===== src/rtl/exc_pkg.sv =====
package exc_pkg;
    localparam int NSRC = 5;

    // priority index: lower wins
    localparam int SRC_ABT = 0;
    localparam int SRC_FIQ = 1;
    localparam int SRC_IRQ = 2;
    localparam int SRC_UND = 3;
    localparam int SRC_SWI = 4;

    // sources that arrive as single-cycle pulses and must be held
    localparam logic [NSRC-1:0] PULSE_SRC = 5'b11001;

    typedef enum logic [2:0] {
        MODE_USER = 3'd0,
        MODE_FAST = 3'd1,
        MODE_INTR = 3'd2,
        MODE_SUPV = 3'd3,
        MODE_ABRT = 3'd4,
        MODE_UNDF = 3'd5
    } mode_e;

    typedef enum logic [1:0] {
        ST_IDLE        = 2'd0,
        ST_WAIT_RETIRE = 2'd1,
        ST_ENTER       = 2'd2
    } seq_state_e;
endpackage


===== src/rtl/exc_req_capture.sv =====
module exc_req_capture
    import exc_pkg::*;
(
    input  logic            clk,
    input  logic            rst_n,
    input  logic [NSRC-1:0] raw_req,
    input  logic [NSRC-1:0] gate_off,
    input  logic [NSRC-1:0] clr,
    output logic [NSRC-1:0] pend
);
    genvar i;
    generate
        for (i = 0; i < NSRC; i++) begin : g_src
            if (PULSE_SRC[i]) begin : g_held
                logic held_q;
                always_ff @(posedge clk or negedge rst_n) begin
                    if (!rst_n)
                        held_q <= 1'b0;
                    else
                        held_q <= (held_q | raw_req[i]) & ~clr[i];
                end
                assign pend[i] = held_q | raw_req[i];
            end else begin : g_level
                assign pend[i] = raw_req[i] & ~gate_off[i];
            end
        end
    endgenerate
endmodule


===== src/rtl/exc_prio_sel.sv =====
module exc_prio_sel
    import exc_pkg::*;
#(
    parameter int IDX_W = $clog2(NSRC)
) (
    input  logic [NSRC-1:0]  pend,
    output logic [NSRC-1:0]  grant,
    output logic [IDX_W-1:0] grant_idx,
    output logic             any
);
    always_comb begin
        logic found;
        found     = 1'b0;
        grant     = '0;
        grant_idx = '0;
        for (int i = 0; i < NSRC; i++) begin
            if (pend[i] && !found) begin
                found     = 1'b1;
                grant[i]  = 1'b1;
                grant_idx = IDX_W'(i);
            end
        end
        any = found;
    end
endmodule


===== src/rtl/exc_vector_map.sv =====
module exc_vector_map
    import exc_pkg::*;
#(
    parameter int                ADDR_W   = 32,
    parameter logic [ADDR_W-1:0] VEC_BASE = '0,
    parameter int                IDX_W    = $clog2(NSRC)
) (
    input  logic [IDX_W-1:0]  src_idx,
    output mode_e             new_mode,
    output logic [ADDR_W-1:0] vec_addr
);
    logic [7:0] offs;

    always_comb begin
        unique case (src_idx)
            IDX_W'(SRC_ABT): begin new_mode = MODE_ABRT; offs = 8'h0C; end
            IDX_W'(SRC_FIQ): begin new_mode = MODE_FAST; offs = 8'h1C; end
            IDX_W'(SRC_IRQ): begin new_mode = MODE_INTR; offs = 8'h18; end
            IDX_W'(SRC_UND): begin new_mode = MODE_UNDF; offs = 8'h04; end
            IDX_W'(SRC_SWI): begin new_mode = MODE_SUPV; offs = 8'h08; end
            default:         begin new_mode = MODE_SUPV; offs = 8'h08; end
        endcase
    end

    assign vec_addr = VEC_BASE + ADDR_W'(offs);
endmodule


===== src/rtl/exc_entry_seq.sv =====
module exc_entry_seq
    import exc_pkg::*;
#(
    parameter int                ADDR_W   = 32,
    parameter logic [ADDR_W-1:0] VEC_BASE = '0,
    parameter int                INSN_B   = 4
) (
    input  logic              clk,
    input  logic              rst_n,
    input  logic              irq_req,
    input  logic              fiq_req,
    input  logic              irq_mask,
    input  logic              fiq_mask,
    input  logic              abort_pls,
    input  logic              undef_pls,
    input  logic              swi_pls,
    input  logic              retire,
    input  logic [ADDR_W-1:0] cur_pc,
    output logic [2:0]        mode,
    output logic              mode_wr,
    output logic              lr_wr,
    output logic [ADDR_W-1:0] lr_data,
    output logic              redir_vld,
    output logic [ADDR_W-1:0] redir_addr,
    output logic              fast_bank
);
    localparam int IDX_W = $clog2(NSRC);

    seq_state_e        state_q, state_d;
    logic [NSRC-1:0]   raw_req, gate_off, pend, grant, clr;
    logic [IDX_W-1:0]  grant_idx;
    logic              any_pend, take;
    mode_e             map_mode, mode_q;
    logic [ADDR_W-1:0] map_vec;

    always_comb begin
        raw_req          = '0;
        raw_req[SRC_ABT] = abort_pls;
        raw_req[SRC_FIQ] = fiq_req;
        raw_req[SRC_IRQ] = irq_req;
        raw_req[SRC_UND] = undef_pls;
        raw_req[SRC_SWI] = swi_pls;
        gate_off          = '0;
        gate_off[SRC_FIQ] = fiq_mask;
        gate_off[SRC_IRQ] = irq_mask;
    end

    assign take = retire && any_pend && (state_q != ST_ENTER);
    assign clr  = take ? grant : '0;

    exc_req_capture u_cap (
        .clk      (clk),
        .rst_n    (rst_n),
        .raw_req  (raw_req),
        .gate_off (gate_off),
        .clr      (clr),
        .pend     (pend)
    );

    exc_prio_sel #(.IDX_W(IDX_W)) u_sel (
        .pend      (pend),
        .grant     (grant),
        .grant_idx (grant_idx),
        .any       (any_pend)
    );

    exc_vector_map #(.ADDR_W(ADDR_W), .VEC_BASE(VEC_BASE), .IDX_W(IDX_W)) u_map (
        .src_idx  (grant_idx),
        .new_mode (map_mode),
        .vec_addr (map_vec)
    );

    // state register
    always_ff @(posedge clk or negedge rst_n) begin
        if (!rst_n) state_q <= ST_IDLE;
        else        state_q <= state_d;
    end

    // next state
    always_comb begin
        state_d = state_q;
        unique case (state_q)
            ST_IDLE:        if (take) state_d = ST_ENTER;
                            else if (any_pend) state_d = ST_WAIT_RETIRE;
            ST_WAIT_RETIRE: if (take) state_d = ST_ENTER;
                            else if (!any_pend) state_d = ST_IDLE;
            ST_ENTER:       state_d = any_pend ? ST_WAIT_RETIRE : ST_IDLE;
            default:        state_d = ST_IDLE;
        endcase
    end

    // registered outputs, loaded on the edge that enters ST_ENTER
    always_ff @(posedge clk or negedge rst_n) begin
        if (!rst_n) begin
            mode_q     <= MODE_USER;
            lr_data    <= '0;
            redir_addr <= '0;
        end else if (take) begin
            mode_q     <= map_mode;
            lr_data    <= cur_pc + ADDR_W'(INSN_B);
            redir_addr <= map_vec;
        end
    end

    assign mode      = mode_q;
    assign mode_wr   = (state_q == ST_ENTER);
    assign lr_wr     = (state_q == ST_ENTER);
    assign redir_vld = (state_q == ST_ENTER);
    assign fast_bank = (mode_q == MODE_FAST);
endmodule


===== config.mk =====
export PLATFORM = sky130hd
export DESIGN_NAME = exc_entry_seq
export DESIGN_NICKNAME = d
export VERILOG_FILES = /design/src/rtl/exc_pkg.sv /design/src/rtl/exc_req_capture.sv /design/src/rtl/exc_prio_sel.sv /design/src/rtl/exc_vector_map.sv /design/src/rtl/exc_entry_seq.sv
export SDC_FILE = /design/constraint.sdc
export NUM_CORES = 1
export LEC_CHECK = 0
export BUFFER_PORTS_ARGS = -buffer_cell sky130_fd_sc_hd__buf_4
export CORE_AREA = 2 2 99 101
export CTS_CLUSTER_DIAMETER = 150
export DETAILED_ROUTE_END_ITERATION = 8
export DIE_AREA = 0 0 101 103
export GPL_TIMING_DRIVEN = 0
export PLACE_DENSITY_LB_ADDON = 0.05
export SYNTH_ARGS = -nofsm -noshare
export SYNTH_HDL_FRONTEND = slang
export SYNTH_HIERARCHICAL = 1
export SYNTH_SLANG_ARGS = --single-unit

===== constraint.sdc =====
create_clock -name clk -period 3.6 [get_ports clk]
set_clock_uncertainty 0.1 [all_clocks]
set_input_delay 0.18 -clock clk [delete_from_list [all_inputs] [get_ports clk]]
set_output_delay 0.18 -clock clk [all_outputs]
set_load 0.03 [all_outputs]

==> Word-level counts from Yosys, hierarchy flattened <==
Index checks and enable logic that the tools add are counted.
{ "totals": {"ff_bits": 48, "inputBits": 42, "output_inout_bits": 71, "elab_cells": 65} }
{ "classes": {"n_addsub": 1, "n_eq_ne": 9, "mux": 22, "n_bitwise": 13, "reduce_logical": 13} }
{ "ops": {"columns": ["op", "n"], "rows": [
  ["$add A32 B3 Y32 const B", 1],
  ["$pmux W5 S4", 1],
  ["$mux W2", 6],
  ["$pmux W3 S4", 1],
  ["$mux W1", 11],
  ["$eq A3 B1 Y1 const B", 2],
  ["$eq A3 B2 Y1 const B", 2],
  ["$logic_and A1 B1 Y1", 6],
  ["$ne A3 B3 Y1 const B", 2],
  ["$pmux W2 S3", 1],
  ["$and A1 B1 Y1", 5],
  ["$mux W5", 1],
  ["$not A1 Y1", 5],
  ["$logic_not A1 Y1", 4],
  ["$logic_not A3 Y1", 1],
  ["$mux W3", 1],
  ["$or A1 B1 Y1", 3],
  ["$eq A2 B1 Y1 const B", 1],
  ["$eq A2 B2 Y1 const B", 1],
  ["$logic_not A2 Y1", 1],
  ["$ne A2 B2 Y1 const B", 1],
  ["$reduce_and A2 Y1", 1]
]} }

==> Logic depth before layout (Yosys ltp) <==
Gate-level depths: netlist (run 1).
{ "depth": {"word_depth": 19, "ltp_mapped": 8} }

==> By module <==
Netlist (run 1), hierarchy kept.
{ "modules_own_cells": {"columns": ["mod", "instances", "cells_per_inst", "area_each_um2"], "rows": [
  ["exc_entry_seq", 1, 276, 3168.0],
  ["exc_vector_map", 1, 38, 279.0],
  ["exc_req_capture", 1, 11, 136.4],
  ["exc_prio_sel", 1, 13, 83.8]
]} }

==> Least setup slack after synthesis (run 1) <==
OpenSTA, ideal clock, no wires.
{ "synth_path": {"path_kind": "reg2reg", "from": "reg state_q[1]", "to": "reg u_cap.g_src[0].g_held.held_q", "setup_ns": 0.063, "arrival_ns": 1.884, "t_required_ns": 3.437, "slack_ns": 1.552, "stages_incl_launch_ff": 6, "n_path_buf": 1, "synth_period_minus_slack_ns": 2.048, "cell_sequence": "dfrtp_1 > nor2b_1 > nor2_1 > clkbuf_1 > and2_1 > o21ba_2"} }
{ "synth_via": {"elab_chain_len": 5} }
{ "synth_rtl": {"columns": ["item", "line_no", "source"], "rows": [
  ["start: declaration", "exc_entry_seq.sv:29", "seq_state_e state_q, state_d;"],
  ["start signal: assignment", "exc_entry_seq.sv:76", "else state_q <= state_d;"],
  ["$ne A2 B2 Y1", "exc_entry_seq.sv:48", "assign take = retire && any_pend && (state_q != ST_ENTER);"],
  ["$logic_and A1 B1 Y1", "exc_entry_seq.sv:48", null],
  ["$mux W5", "exc_entry_seq.sv:49", "assign clr = take ? grant : '0;"],
  ["via clr[0]", "exc_entry_seq.sv:30", "logic [NSRC-1:0] raw_req, gate_off, pend, grant, clr;"],
  ["$not A1 Y1", "exc_req_capture.sv:20", "held_q <= (held_q | raw_req[i]) & ~clr[i];"],
  ["$and A1 B1 Y1", "exc_req_capture.sv:20", null],
  ["end signal: assignment", "exc_req_capture.sv:20", null],
  ["end: declaration", "exc_req_capture.sv:15", "logic held_q;"]
]} }
The timed path passes the listed nets, and every way through them passes these cells.
A chain may end at the register's enable or synchronous reset.

==> Final worst setup path (run 1) <==
{ "layout_path": {"from": "in abort_pls", "to": "reg redir_addr[0]"} }
{ "layout_via": {"elab_chain_len": 16} }
{ "layout_rtl": {"columns": ["item", "line_no", "source"], "rows": [
  ["start: declaration", "exc_entry_seq.sv:14", "input logic abort_pls,"],
  ["$or A1 B1 Y1 (*)", "exc_req_capture.sv:22", "assign pend[i] = held_q | raw_req[i];"],
  ["via pend[0]", "exc_entry_seq.sv:30", null],
  ["$mux W1 (*)", "exc_prio_sel.sv:17", "if (pend[i] && !found) begin"],
  ["$logic_not A1 Y1", "exc_prio_sel.sv:17", null],
  ["$logic_and A1 B1 Y1", "exc_prio_sel.sv:17", null],
  ["$mux W1 (*)", "exc_prio_sel.sv:17", null],
  ["$logic_not A1 Y1", "exc_prio_sel.sv:17", null],
  ["$logic_and A1 B1 Y1", "exc_prio_sel.sv:17", null],
  ["$mux W1 (*)", "exc_prio_sel.sv:17", null],
  ["$logic_not A1 Y1", "exc_prio_sel.sv:17", null],
  ["$logic_and A1 B1 Y1", "exc_prio_sel.sv:17", null],
  ["$mux W1 (*)", "exc_prio_sel.sv:17", null],
  ["$logic_not A1 Y1", "exc_prio_sel.sv:17", null],
  ["$logic_and A1 B1 Y1", "exc_prio_sel.sv:17", null],
  ["$mux W1 (*)", "exc_prio_sel.sv:17", null],
  ["via any_pend", "exc_entry_seq.sv:32", "logic any_pend, take;"],
  ["$logic_and A1 B1 Y1 (*) (2 in a row)", "exc_entry_seq.sv:48", null],
  ["end signal: assignment", "exc_entry_seq.sv:101", "redir_addr <= map_vec;"],
  ["end: declaration", "exc_entry_seq.sv:24", "output logic [ADDR_W-1:0] redir_addr,"]
]} }
The timed path passes the listed nets; every way through them passes the cells marked *.

==> impl_summary.log, run 1 <==
INFO  metric critical_path.max_fanout = 10
INFO  metric place.gp.congestion = 0.8096
INFO  metric cts_buffer_count = 9
INFO  metric path_cells = dlygate4sd3_1 -> buf_4 -> or2_1 -> nor2_2 -> nand3b_1 -> nand2_1 -> nor2_1 -> buf_2 -> mux2_2
INFO  metric synth_area_per_inst = 10.93 sq um
INFO  metric power_density = 481.7 nW/um^2
INFO  metric fmax = 0.3940 GHz
INFO  metric num_antenna_cells = 0
INFO  metric rows = 36
INFO  metric timing.setup.critical_path_class = in -> reg
INFO  metric final_layout_size_suffix_gt1_share = 45.16%
INFO  metric worst_slew_margin_rel = 38.37%
INFO  metric cts_tree = yes
INFO  metric clock-sinks = 72
INFO  metric yosysWarnings = 6
INFO  metric switching_power_total = 0.7815 mW
INFO  metric post_synth_instance_area = 3641 sq um
INFO  metric grt_overflow = 0
INFO  metric final-hold-violation-count = 0
INFO  metric global_route.usage.met3 = 4.203%
INFO  metric timing.critical_path.slowest_cell_delay = 0.59 ns
INFO  metric drt.antenna.violating_nets = 0
INFO  metric worst-path-buf-inv = 3
INFO  metric grt_pass1_wl = 12.91 mm
INFO  metric ctsResizeCount = 0
INFO  metric grt_start_max_net_pins = 73
INFO  metric timing.critical_path.required = 3.73 ns
INFO  metric power.share.switching = 32.32%
INFO  metric final_net_count = 534
INFO  metric power.leakage = 2.304 nW
INFO  metric die_span_in_y = 103 um
INFO  metric drc = 0
INFO  metric post-route-period-util = 70.50%
INFO  metric min_tclk_post_route = 2.538 ns
INFO  metric power.ir.vdd_worst = 0.2099 mV
INFO  metric grt_util_met2 = 24.46%
INFO  metric clock_tree.htree_level_count = 3
INFO  metric groute.usage.overall = 16.10%
INFO  metric cts.reportedPaths.clkPinSlew = 0.08 ns
INFO  metric number_of_antenna_violations_at_the_first_check_in_global_routing = 0
INFO  metric i_o_pin_total = 113
INFO  metric fp.dieArea = 10,400 sq um
INFO  metric initial_utilization = 38.49%
INFO  metric number_of_failing_setup_endpoints_in_the_final_timing_report = 0
INFO  metric endpoint_kind = flip-flop
INFO  metric max_cap_viols = 0
INFO  metric total_power = 2.418 mW
INFO  metric worstPathArrival = 2.67 ns
INFO  metric clock_power_share = 29.5%
INFO  metric dp_hpwl = 5.829 mm
INFO  metric core_area = 9459 sq um
INFO  metric filler_cell_count = 879
INFO  metric clock_latency = 0.35 ns
INFO  metric cts-root-buf = sky130_fd_sc_hd__clkbuf_8
INFO  metric wire_per_inst = 13.08 um
INFO  metric synth_to_layout_area_growth = 37.87%
INFO  metric final_max_slew_viol_count = 0
INFO  metric seqPwrFrac = 40.6%
INFO  metric worst_path_dominant_cell_family = simple AND/OR/NAND/NOR gates
INFO  metric globalRouteMet1Util = 21.76%
INFO  metric routed-via-count = 2,789
INFO  metric cts_max_path_buffers = 2
INFO  metric critical_path.slowest_cell = sky130_fd_sc_hd__nor2_1
INFO  metric cellInternalPower = 1.636 mW
INFO  metric cts_setup_buffers = 0
INFO  metric run_status = finished, final reports clean
INFO  metric detail_route.first_pass.iterations = 4
INFO  metric placement.io_buffers = 112
INFO  metric vias_per_cell = 4.572
INFO  metric rsz_0062_raised_after_global_routing = false
INFO  metric busiest_layer = met2
INFO  metric first_iter_violations = 55
INFO  metric finalWirelength = 7.980 mm
INFO  metric fp.dieW = 101 um
INFO  metric crit_path_start_kind = input pin
INFO  metric vias_in_the_first_global_route = 2,655
INFO  metric tightestPinTransition = 0.9245 ns
INFO  metric hp-class = in -> reg
INFO  metric total_negative_setup_slack = 0 ns
INFO  metric combPwrFrac = 30.0%
INFO  metric cells_after_synth = 333
per-layer routing:
layer / part of all wire (%) / wire length [um] / vias up
li1: - / - / 1398
met3: 6.0 / 478 / 12
met1: 46 / 3692 / 1307
met4: 1.8 / 140 / 0
met5: 0 / 0 / -
met2: 46 / 3669 / 72
final cells by class:
cell class	instances	area, sq um	share of cell area (%)
Clock buffer	10	137.6	2.742
Clock inverter	6	82.58	1.645
Sequential cell	72	1802	35.89
Timing Repair Buffer	119	910.9	18.15
Buffer	44	329.1	6.555
Multi-Input combinational cell	243	1608	32.03
Inverter	2	7.507	0.1496
Tap cell	114	142.6	2.841
layout by cell type, fill, tap and decap left out, types with 5 or more instances in the layout:
master,n
sky130_fd_sc_hd__a21oi_1,28
sky130_fd_sc_hd__buf_4,145
sky130_fd_sc_hd__clkbuf_8,12
sky130_fd_sc_hd__conb_1,29
sky130_fd_sc_hd__dfrtp_1,72
sky130_fd_sc_hd__dlygate4sd3_1,7
sky130_fd_sc_hd__mux2_2,38
sky130_fd_sc_hd__nand2_1,11
sky130_fd_sc_hd__nand3_1,12
sky130_fd_sc_hd__nand4_1,11
sky130_fd_sc_hd__nor2_1,36
sky130_fd_sc_hd__nor4_1,5
sky130_fd_sc_hd__xnor2_1,12
sky130_fd_sc_hd__xor2_1,17
per-stage QoR:
stage                     std cells  hold slack (ns)  setup WS (ns)  util (%)  instance area, sq um
final                           610          0.03541          1.062     53.07                  5020
after detailed placement        587           0.2810          1.074     50.00                  4730
after floorplan                 361          -0.2156          1.572         -                  3746
after global routing            610          0.03887         0.8956     53.07                  5020
after global placement          587           0.2924          1.058     50.00                  4730
after CTS                       610          0.02073          1.032     53.07                  5020
worst paths after layout:
kind / endpoint / slack, ns / cells past startpoint / from
max: redir_addr[0]$_DFFE_PN0P_ / 1.06 / 9 / abort_pls
min: lr_data[26]$_DFFE_PN0P_ / 0.04 / 3 / cur_pc[26]
max reg2reg: redir_addr[0]$_DFFE_PN0P_ / 1.20 / 7 / u_cap/g_src[3].g_held.held_q$_DFF_PN0_
min reg2reg: state_q[1]$_DFFE_PN0P_ / 0.36 / 1 / state_q[1]$_DFFE_PN0P_
max in group asynchronous: lr_data[6]$_DFFE_PN0P_ / 2.39 / 2 / rst_n
min in group asynchronous: redir_addr[9]$_DFFE_PN0P_ / 0.41 / 2 / rst_n
state kept, by name, summed over array words and instances, names as in the netlist:
| signal | count |
|---|---|
| lr_data | 32 |
| mode | 3 |
| redir_addr | 32 |
| state_q | 2 |
| u_cap/g_src.g_held.held_q | 3 |
tightest hold or removal path, stage by stage:
cell	delay, ns
sky130_fd_sc_hd__buf_4	0.10
sky130_fd_sc_hd__xnor2_1	0.11
sky130_fd_sc_hd__a21oi_1	0.06
power groups by stage:
stage	logic (mW)	clock network (mW)	registers, mW
finish	0.724	0.713	0.981
global route	0.779	0.773	0.998
CTS	0.732	0.739	0.983
detailed placement	0.725	0	0.998
global placement	0.721	0	0.994
floorplan	0.217	0	1.21
what timing repair did:
action | 4_1_cts | 5_1_grt
hold buffers | 7 | 0
endpoints found under the setup margin | 0 | 0
hold endpoints to repair | 78 | 0
No activity file was read; power rests on OpenSTA's default activity.
==> run 2, diff against run 1 <==
--- a/config.mk
+++ b/config.mk
@@ -5,11 +5,12 @@
 export SDC_FILE = /design/constraint.sdc
 export NUM_CORES = 1
 export LEC_CHECK = 0
+export ABC_AREA = 1
 export BUFFER_PORTS_ARGS = -buffer_cell sky130_fd_sc_hd__buf_4
-export CORE_AREA = 2 2 99 101
+export CORE_AREA = 2 2 104 106
 export CTS_CLUSTER_DIAMETER = 150
 export DETAILED_ROUTE_END_ITERATION = 8
-export DIE_AREA = 0 0 101 103
+export DIE_AREA = 0 0 106 108
 export GPL_TIMING_DRIVEN = 0
 export PLACE_DENSITY_LB_ADDON = 0.05
 export SYNTH_ARGS = -nofsm -noshare
==> constraint.sdc (replaced) <==
create_clock -name clk -period 2.2 [get_ports clk]
set_clock_uncertainty 0.1 [all_clocks]
set_input_delay 0.11 -clock clk [delete_from_list [all_inputs] [get_ports clk]]
set_output_delay 0.11 -clock clk [all_outputs]
set_load 0.03 [all_outputs]
==> run 2 against run 1 <==
Against the previous run: worst setup slack got worse by 0.73 ns; largest power group unchanged; sequential share of layout area decreased by 4.3 points; highest routed layer unchanged; design area increased by 14%.
==> impl_summary.log, run 2 <==
INFO  metric worst_slew_margin_rel = 38.79% (+0.42 points)
INFO  metric i_o_pin_total = 113 (unchanged)
INFO  metric min_tclk_post_route = 1.864 ns
INFO  metric die_span_in_y = 108 um (+4.9%)
INFO  metric cells_after_synth = 542 (+63%)
INFO  metric worst-path-buf-inv = 6 (+3)
INFO  metric yosysWarnings = 6 (unchanged)
INFO  metric crit_path_start_kind = input pin
INFO  metric first_iter_violations = 89 (+62%)
INFO  metric wire_per_inst = 11.41 um (-13%)
INFO  metric placement.io_buffers = 112 (unchanged)
INFO  metric fp.dieW = 106 um (+5.0%)
INFO  metric cts_max_path_buffers = 2 (unchanged)
INFO  metric vias_in_the_first_global_route = 3,704 (+40%)
INFO  metric timing.critical_path.required = 2.39 ns (-1.34 ns)
INFO  metric tightestPinTransition = 0.9181 ns (-0.006357 ns)
INFO  metric power.leakage = 3.119 nW (+35%)
INFO  metric final_net_count = 773 (+45%)
INFO  metric final-hold-violation-count = 0 (unchanged)
INFO  metric initial_utilization = 39.24% (+0.75 points)
INFO  metric grt_overflow = 0 (unchanged)
INFO  metric hold_path_startpoint = irq_mask
INFO  metric drc = 0 (unchanged)
INFO  metric worstReg2RegEnd = redir_addr[20]$_DFFE_PN0P_
INFO  metric hp-class = in -> reg
INFO  metric rsz_0062_raised_after_global_routing = false
INFO  metric clock_tree.htree_level_count = 3 (unchanged)
INFO  metric number_of_failing_setup_endpoints_in_the_final_timing_report = 0 (unchanged)
INFO  metric mostFrequentLayoutCells = sky130_fd_sc_hd__nand2_1 (245), sky130_fd_sc_hd__buf_4 (148), sky130_fd_sc_hd__dfrtp_1 (72)
INFO  metric detail_route.first_pass.iterations = 4 (unchanged)
INFO  metric place.gp.congestion = 0.8791 (+8.6%)
INFO  metric post_synth_instance_area = 4015 sq um (+10%)
INFO  metric timing.critical_path.slowest_cell_delay = 0.53 ns (-0.06 ns)
INFO  metric cts_tree = yes
INFO  metric synth_to_layout_area_growth = 42.01%
INFO  metric critical_path.slowest_cell = sky130_fd_sc_hd__dlygate4sd3_1
INFO  metric timing.setup.critical_path_class = in -> reg
INFO  metric endpoint_kind = flip-flop
INFO  metric clock-sinks = 72 (unchanged)
INFO  metric number_of_antenna_violations_at_the_first_check_in_global_routing = 0 (unchanged)
INFO  metric timing.rr.start = u_cap/g_src[0].g_held.held_q$_DFF_PN0_
INFO  metric cts-root-buf = sky130_fd_sc_hd__clkbuf_8
INFO  metric largest_registers = lr_data x32, redir_addr x32
INFO  metric worstPathArrival = 2.05 ns (-0.62 ns)
INFO  metric r2r_cells = 11 (+4)
INFO  metric timing.final.ws_setup = 0.3356 ns (-0.7265 ns)
INFO  metric total_negative_setup_slack = 0 ns (unchanged)
INFO  metric groute.usage.overall = 18.54% (+2.4 points)
INFO  metric routed-via-count = 3,716 (+33%)
INFO  metric fp.dieArea = 11,450 sq um (+10%)
INFO  metric placement.setup.worst_slack = 0.3647 ns (-0.7093 ns)
INFO  metric final_layout_size_suffix_gt1_share = 28.16% (-17 points)
INFO  metric cts.reportedPaths.clkPinSlew = 0.08 ns (about the same)
INFO  metric fmax = 0.5364 GHz
INFO  metric rows = 37 (+2.8%)
INFO  metric grt_pass1_wl = 16.75 mm (+30%)
INFO  metric finalWirelength = 9.934 mm (+24%)
INFO  metric run_status = finished, final reports clean
INFO  metric whs_path_depth = 5 (+2)
INFO  metric core_area = 10,230 sq um (+8.2%)
INFO  metric power_density = 681.3 nW/um^2 (+41%)
INFO  metric reg2reg_slack = 0.40 ns (-0.80 ns)
INFO  metric grt_start_max_net_pins = 73 (unchanged)
INFO  metric max_cap_viols = 0 (unchanged)
INFO  metric post-route-period-util = 84.75%
INFO  metric worst_path_dominant_cell_family = buffers and inverters
INFO  metric filler_cell_count = 971 (+10%)
INFO  metric final_common_cell = sky130_fd_sc_hd__nand2_1
INFO  metric power.ir.vdd_worst = 0.2939 mV (+40%)
INFO  metric critical_path.max_fanout = 10 (unchanged)
INFO  metric dp_hpwl = 7.269 mm (+25%)
INFO  metric clock_latency = 0.35 ns (about the same)
INFO  metric vias_per_cell = 4.266 (-6.7%)
INFO  metric num_antenna_cells = 0 (unchanged)
INFO  metric final_max_slew_viol_count = 0 (unchanged)
INFO  metric path_cells = dlygate4sd3_1 -> buf_4 -> nor2_2 -> inv_1 -> nor2_2 -> nand3_1 -> nand2_1 -> nor2_8 -> inv_4 -> buf_4 -> buf_6 -> nand2_1 -> nand2_1
INFO  metric cts_buffer_count = 9 (unchanged)
INFO  metric cp_common_cell = sky130_fd_sc_hd__nand2_1
INFO  metric whs_endpoint = state_q[0]$_DFFE_PN0P_
INFO  metric drt.antenna.violating_nets = 0 (unchanged)
INFO  metric synth_area_per_inst = 7.408 sq um (-32%)
[run 2: layout make-up]
| cell class | count | area (sq um) | area share, % |
|---|---|---|---|
| buffer | 47 | 337.8 | 5.925 |
| clock buffer | 14 | 162.7 | 2.853 |
| clock inverter | 2 | 37.54 | 0.6583 |
| inverter | 43 | 163.9 | 2.875 |
| multi-input combinational | 408 | 1817 | 31.86 |
| sequential | 72 | 1802 | 31.60 |
| tap | 136 | 170.2 | 2.984 |
| timing repair buffer | 149 | 1211 | 21.24 |
[run 2: timing repair]
item                                   in CTS  in global routing
resized for setup                           0                  0
endpoints found under the hold margin     108                  0
hold buffers                               37                  0
buffers inserted                            0                  0
[run 2: where the power goes]
group          internal, mW  switching [mW]  leakage, nW
Sequential             1.50           0.106        0.876
Clock                 0.588           0.485       0.0969
Combinational         0.481           0.728         2.15
[run 2: worst max-delay path by stage]
stage / from / endpoint / slack (ns) / cells after the start
after detailed placement: u_cap/g_src[0].g_held.held_q$_DFF_PN0_ / redir_addr[20]$_DFFE_PN0P_ / 0.36 / 11
after CTS: abort_pls / redir_addr[20]$_DFFE_PN0P_ / 0.30 / 13
after global routing: abort_pls / redir_addr[26]$_DFFE_PN0P_ / 0.16 / 13
final: abort_pls / redir_addr[20]$_DFFE_PN0P_ / 0.34 / 13
after floorplan: u_cap/g_src[0].g_held.held_q$_DFF_PN0_ / redir_addr[19]$_DFFE_PN0P_ / 0.62 / 11
after global placement: u_cap/g_src[0].g_held.held_q$_DFF_PN0_ / redir_addr[20]$_DFFE_PN0P_ / 0.42 / 11
[run 2: through the flow]
stage / util, % / hold slack [ns] / power (mW) / area [sq um] / std cells
2_1_floorplan: - / -0.2856 / 2.312 / 4120 / 570
3_3_place_gp: 50.15 / 0.2141 / 2.778 / 5131 / 818
3_5_place_dp: 50.15 / 0.2070 / 2.795 / 5131 / 818
4_1_cts: 55.73 / 0.2090 / 3.940 / 5702 / 871
5_1_grt: 55.73 / 0.2672 / 4.111 / 5702 / 871
6_report: 55.73 / 0.2093 / 3.884 / 5702 / 871
[run 2: worst reg2reg max path: stages (launching register included)]
cell                      delay (ns)
sky130_fd_sc_hd__dfrtp_1        0.38
sky130_fd_sc_hd__nor2_2         0.09
sky130_fd_sc_hd__inv_1          0.09
sky130_fd_sc_hd__nor2_2         0.15
sky130_fd_sc_hd__nand3_1        0.12
sky130_fd_sc_hd__nand2_1        0.19
sky130_fd_sc_hd__nor2_8         0.08
sky130_fd_sc_hd__inv_4          0.10
sky130_fd_sc_hd__buf_4          0.17
sky130_fd_sc_hd__buf_6          0.15
sky130_fd_sc_hd__nand2_1        0.06
sky130_fd_sc_hd__nand2_1        0.06
[run 2: metal layers]
metal  part of all wire, %  GRT usage (%)  vias to the layer above
li1                      -              -                     1961
met1                    45          22.31                     1654
met2                    48          32.40                       85
met3                   5.3          3.376                       16
met4                   2.0          8.553                        0
met5                     0              0                        -
==> run 3, diff against run 2 <==
==> constraint.sdc (replaced) <==
create_clock -name clk -period 1.5 [get_ports clk]
set_clock_uncertainty 0.1 [all_clocks]
set_input_delay 0.075 -clock clk [delete_from_list [all_inputs] [get_ports clk]]
set_output_delay 0.075 -clock clk [all_outputs]
set_load 0.03 [all_outputs]
==> run 3 against run 2 <==
Against the previous run: the run now ends with setup timing left; count of clock-buffer cells in the layout shrank 3; sequential power grew 48%; non-clock buffer count grew 12; worst setup slack lost 0.43 ns; flip-flop and latch count is the same; sequential share of layout area shrank 1.7 points; die area is the same; power grew 44%; highest routed layer unchanged.
==> impl_summary.log, run 3 (synthesis results as in run 2) <==
INFO  metric timing.critical_path.slowest_cell_delay = 0.34 ns (-0.19 ns)
INFO  metric timing.setup.critical_path_class = reg -> reg
INFO  metric largest_registers = lr_data x32, redir_addr x32
INFO  metric grt_overflow = 0 (unchanged)
INFO  metric endpoint_kind = flip-flop
INFO  metric critical_path.slowest_cell = sky130_fd_sc_hd__dfrtp_1
INFO  metric final_layout_size_suffix_gt1_share = 33.42% (+5.3 points)
INFO  metric routed-via-count = 3,762 (+1.2%)
INFO  metric final_net_count = 786 (+1.7%)
INFO  metric power_density = 925.3 nW/um^2 (+36%)
INFO  metric cts_max_path_buffers = 2 (unchanged)
INFO  metric filler_cell_count = 968 (-0.31%)
INFO  metric worst_path_dominant_cell_family = simple AND/OR/NAND/NOR gates
INFO  metric fp.dieArea = 11,450 sq um (unchanged)
INFO  metric power.leakage = 3.257 nW (+4.4%)
INFO  metric critical_path.max_fanout = 8 (-2)
INFO  metric cts_tree = yes
INFO  metric number_of_antenna_violations_at_the_first_check_in_global_routing = 0 (unchanged)
INFO  metric cts.reportedPaths.clkPinSlew = 0.07 ns (about the same)
INFO  metric power.ir.vdd_worst = 0.4480 mV (+52%)
INFO  metric crit_path_start_kind = flip-flop
INFO  metric mostFrequentLayoutCells = sky130_fd_sc_hd__nand2_1 (223), sky130_fd_sc_hd__buf_4 (154), sky130_fd_sc_hd__dfrtp_1 (72)
INFO  metric groute.usage.overall = 18.86% (+0.32 points)
INFO  metric wire_per_inst = 11.85 um (+3.9%)
INFO  metric num_antenna_cells = 0 (unchanged)
INFO  metric die_span_in_y = 108 um (unchanged)
INFO  metric hp-class = in -> reg
INFO  metric fmax = 0.6259 GHz
INFO  metric cts-root-buf = sky130_fd_sc_hd__clkbuf_8
INFO  metric drt.antenna.violating_nets = 0 (unchanged)
INFO  metric detailed_place.area = 5152 sq um (+0.41%)
INFO  metric finish.utilization = 58.98% (+3.3 points)
INFO  metric worstPathArrival = 1.74 ns (-0.31 ns)
INFO  metric rows = 37 (unchanged)
INFO  metric final.hold.worst_slack = 0.1099 ns (-0.09939 ns)
INFO  metric timing.critical_path.required = 1.64 ns (-0.75 ns)
INFO  metric max_cap_viols = 0 (unchanged)
INFO  metric post-place-cells = 818 (unchanged)
INFO  metric path_cells = nor2_2 -> inv_2 -> nor2_4 -> nand3_4 -> nand2_4 -> nor2_8 -> inv_8 -> buf_8 -> clkbuf_16 -> nand2_1 -> nand2_1
INFO  metric vias_in_the_first_global_route = 3,696 (-0.22%)
INFO  metric synth_to_layout_area_growth = 50.30%
INFO  metric finalWirelength = 10.44 mm (+5.1%)
INFO  metric initial_utilization = 39.24% (unchanged)
INFO  metric grt_pass1_wl = 17.05 mm (+1.8%)
INFO  metric seq_area = 1802 sq um (unchanged)
INFO  metric rsz_0062_raised_after_global_routing = true
INFO  metric post-route-period-util = 106.5%
INFO  metric clock_latency = 0.34 ns (about the same)
INFO  metric worst_slew_margin_rel = 37.64% (-1.1 points)
INFO  metric placement.setup.worst_slack = -0.1811 ns (-0.5458 ns)
INFO  metric final-hold-violation-count = 0 (unchanged)
INFO  metric dp_hpwl = 7.219 mm (-0.69%)
INFO  metric place.gp.congestion = 0.8143 (-7.4%)
INFO  metric worst-path-buf-inv = 4 (-2)
INFO  metric total_negative_setup_slack = -1.524 ns (-1.524 ns)
INFO  metric cp_launch_point = u_cap/g_src[3].g_held.held_q$_DFF_PN0_
INFO  metric number_of_failing_setup_endpoints_in_the_final_timing_report = 39 (+39)
INFO  metric min_tclk_post_route = 1.598 ns
INFO  metric violations_in_the_final_reports = setup timing
INFO  metric cts_buffer_count = 9 (unchanged)
INFO  metric placement.io_buffers = 112 (unchanged)
INFO  metric detail_route.first_pass.iterations = 4 (unchanged)
INFO  metric cp_common_cell = sky130_fd_sc_hd__nand2_1
INFO  metric tightestPinTransition = 0.9354 ns (+0.01723 ns)
INFO  metric grt_start_max_net_pins = 73 (unchanged)
INFO  metric core_area = 10,230 sq um (unchanged)
INFO  metric fp.dieW = 106 um (unchanged)
INFO  metric final_max_slew_viol_count = 0 (unchanged)
INFO  metric final_common_cell = sky130_fd_sc_hd__nand2_1
INFO  metric drc = 0 (unchanged)
INFO  metric vias_per_cell = 4.270 (about the same)
INFO  metric run_status = complete, but fails checks
INFO  metric clock_tree.htree_level_count = 3 (unchanged)
INFO  metric i_o_pin_total = 113 (unchanged)
INFO  metric timing.final.ws_setup = -0.09766 ns (-0.4332 ns)
INFO  metric hold_path_startpoint = abort_pls
INFO  metric post-route-cell-area = 6035 sq um (+5.8%)
INFO  metric multi_input_area = 1943 sq um (+7.0%)
INFO  metric clock-sinks = 72 (unchanged)
INFO  metric timing.rr.start = u_cap/g_src[3].g_held.held_q$_DFF_PN0_
INFO  metric finalNonFillerCells = 881 (+1.1%)
INFO  metric first_iter_violations = 115 (+29%)
INFO  metric total_power = 5.584 mW (+44%)
-- run 3: cell types whose count changed in the layout (fill, tap and decap cells not counted), sizes merged --
cell,previous run,this run
buf,159,169
clkinv,0,2
clkbuf,14,13
bufinv,1,0
clkinvlp,1,0
inv,43,44
-- run 3: area by class of cell --
cell class                      count  share of cell area, %
Buffer                             46                  6.739
Clock buffer                       11                  2.177
Clock inverter                      2                 0.1659
Inverter                           43                  2.799
Multi-Input combinational cell    408                  32.20
Sequential cell                    72                  29.86
Tap cell                          136                  2.820
Timing Repair Buffer              162                  23.06
Timing Repair inverter              1                 0.1866
-- run 3: what timing repair did --
action | in CTS | in global routing
hold endpoints to repair | 109 | 0
cloned | 3 | 2
setup buffers | 5 | 4
hold buffers | 37 | 0
pin swaps | 3 | 11
resized for setup | 27 | 43
endpoints found under the setup margin | 70 | 72
-- run 3: final timing paths --
| check | to | cells after the start | slack, ns |
|---|---|---|---|
| max in group asynchronous | redir_addr[2]$_DFFE_PN0P_ | 2 | 0.39 |
| setup reg to reg | redir_addr[22]$_DFFE_PN0P_ | 11 | -0.1 |
| hold / removal | state_q[1]$_DFFE_PN0P_ | 7 | 0.11 |
| hold reg to reg | redir_addr[22]$_DFFE_PN0P_ | 2 | 0.38 |
| setup / recovery | redir_addr[22]$_DFFE_PN0P_ | 11 | -0.1 |
| min in group asynchronous | lr_data[14]$_DFFE_PN0P_ | 2 | 0.32 |
-- run 3: layer usage --
layer / up-vias / routed length [um] / track usage (%)
li1: 1975 / - / -
met1: 1687 / 4680 / 23.31
met2: 87 / 5095 / 32.35
met3: 13 / 492 / 3.376
met4: 0 / 174 / 8.459
met5: - / 0 / 0
-- run 3: worst min-delay path, stage by stage --
cell and delay (ns):
sky130_fd_sc_hd__buf_4 0.08, sky130_fd_sc_hd__nor2_2 0.04, sky130_fd_sc_hd__inv_2 0.07, sky130_fd_sc_hd__nor2_4 0.05, sky130_fd_sc_hd__nand3_4 0.06, sky130_fd_sc_hd__nand2_4 0.06
sky130_fd_sc_hd__nor2_1 0.08
-- run 3: power breakdown --
part / switching [mW] / internal (mW)
clock: 0.704 / 0.569
combinational: 1.12 / 0.823
sequential: 0.167 / 2.20
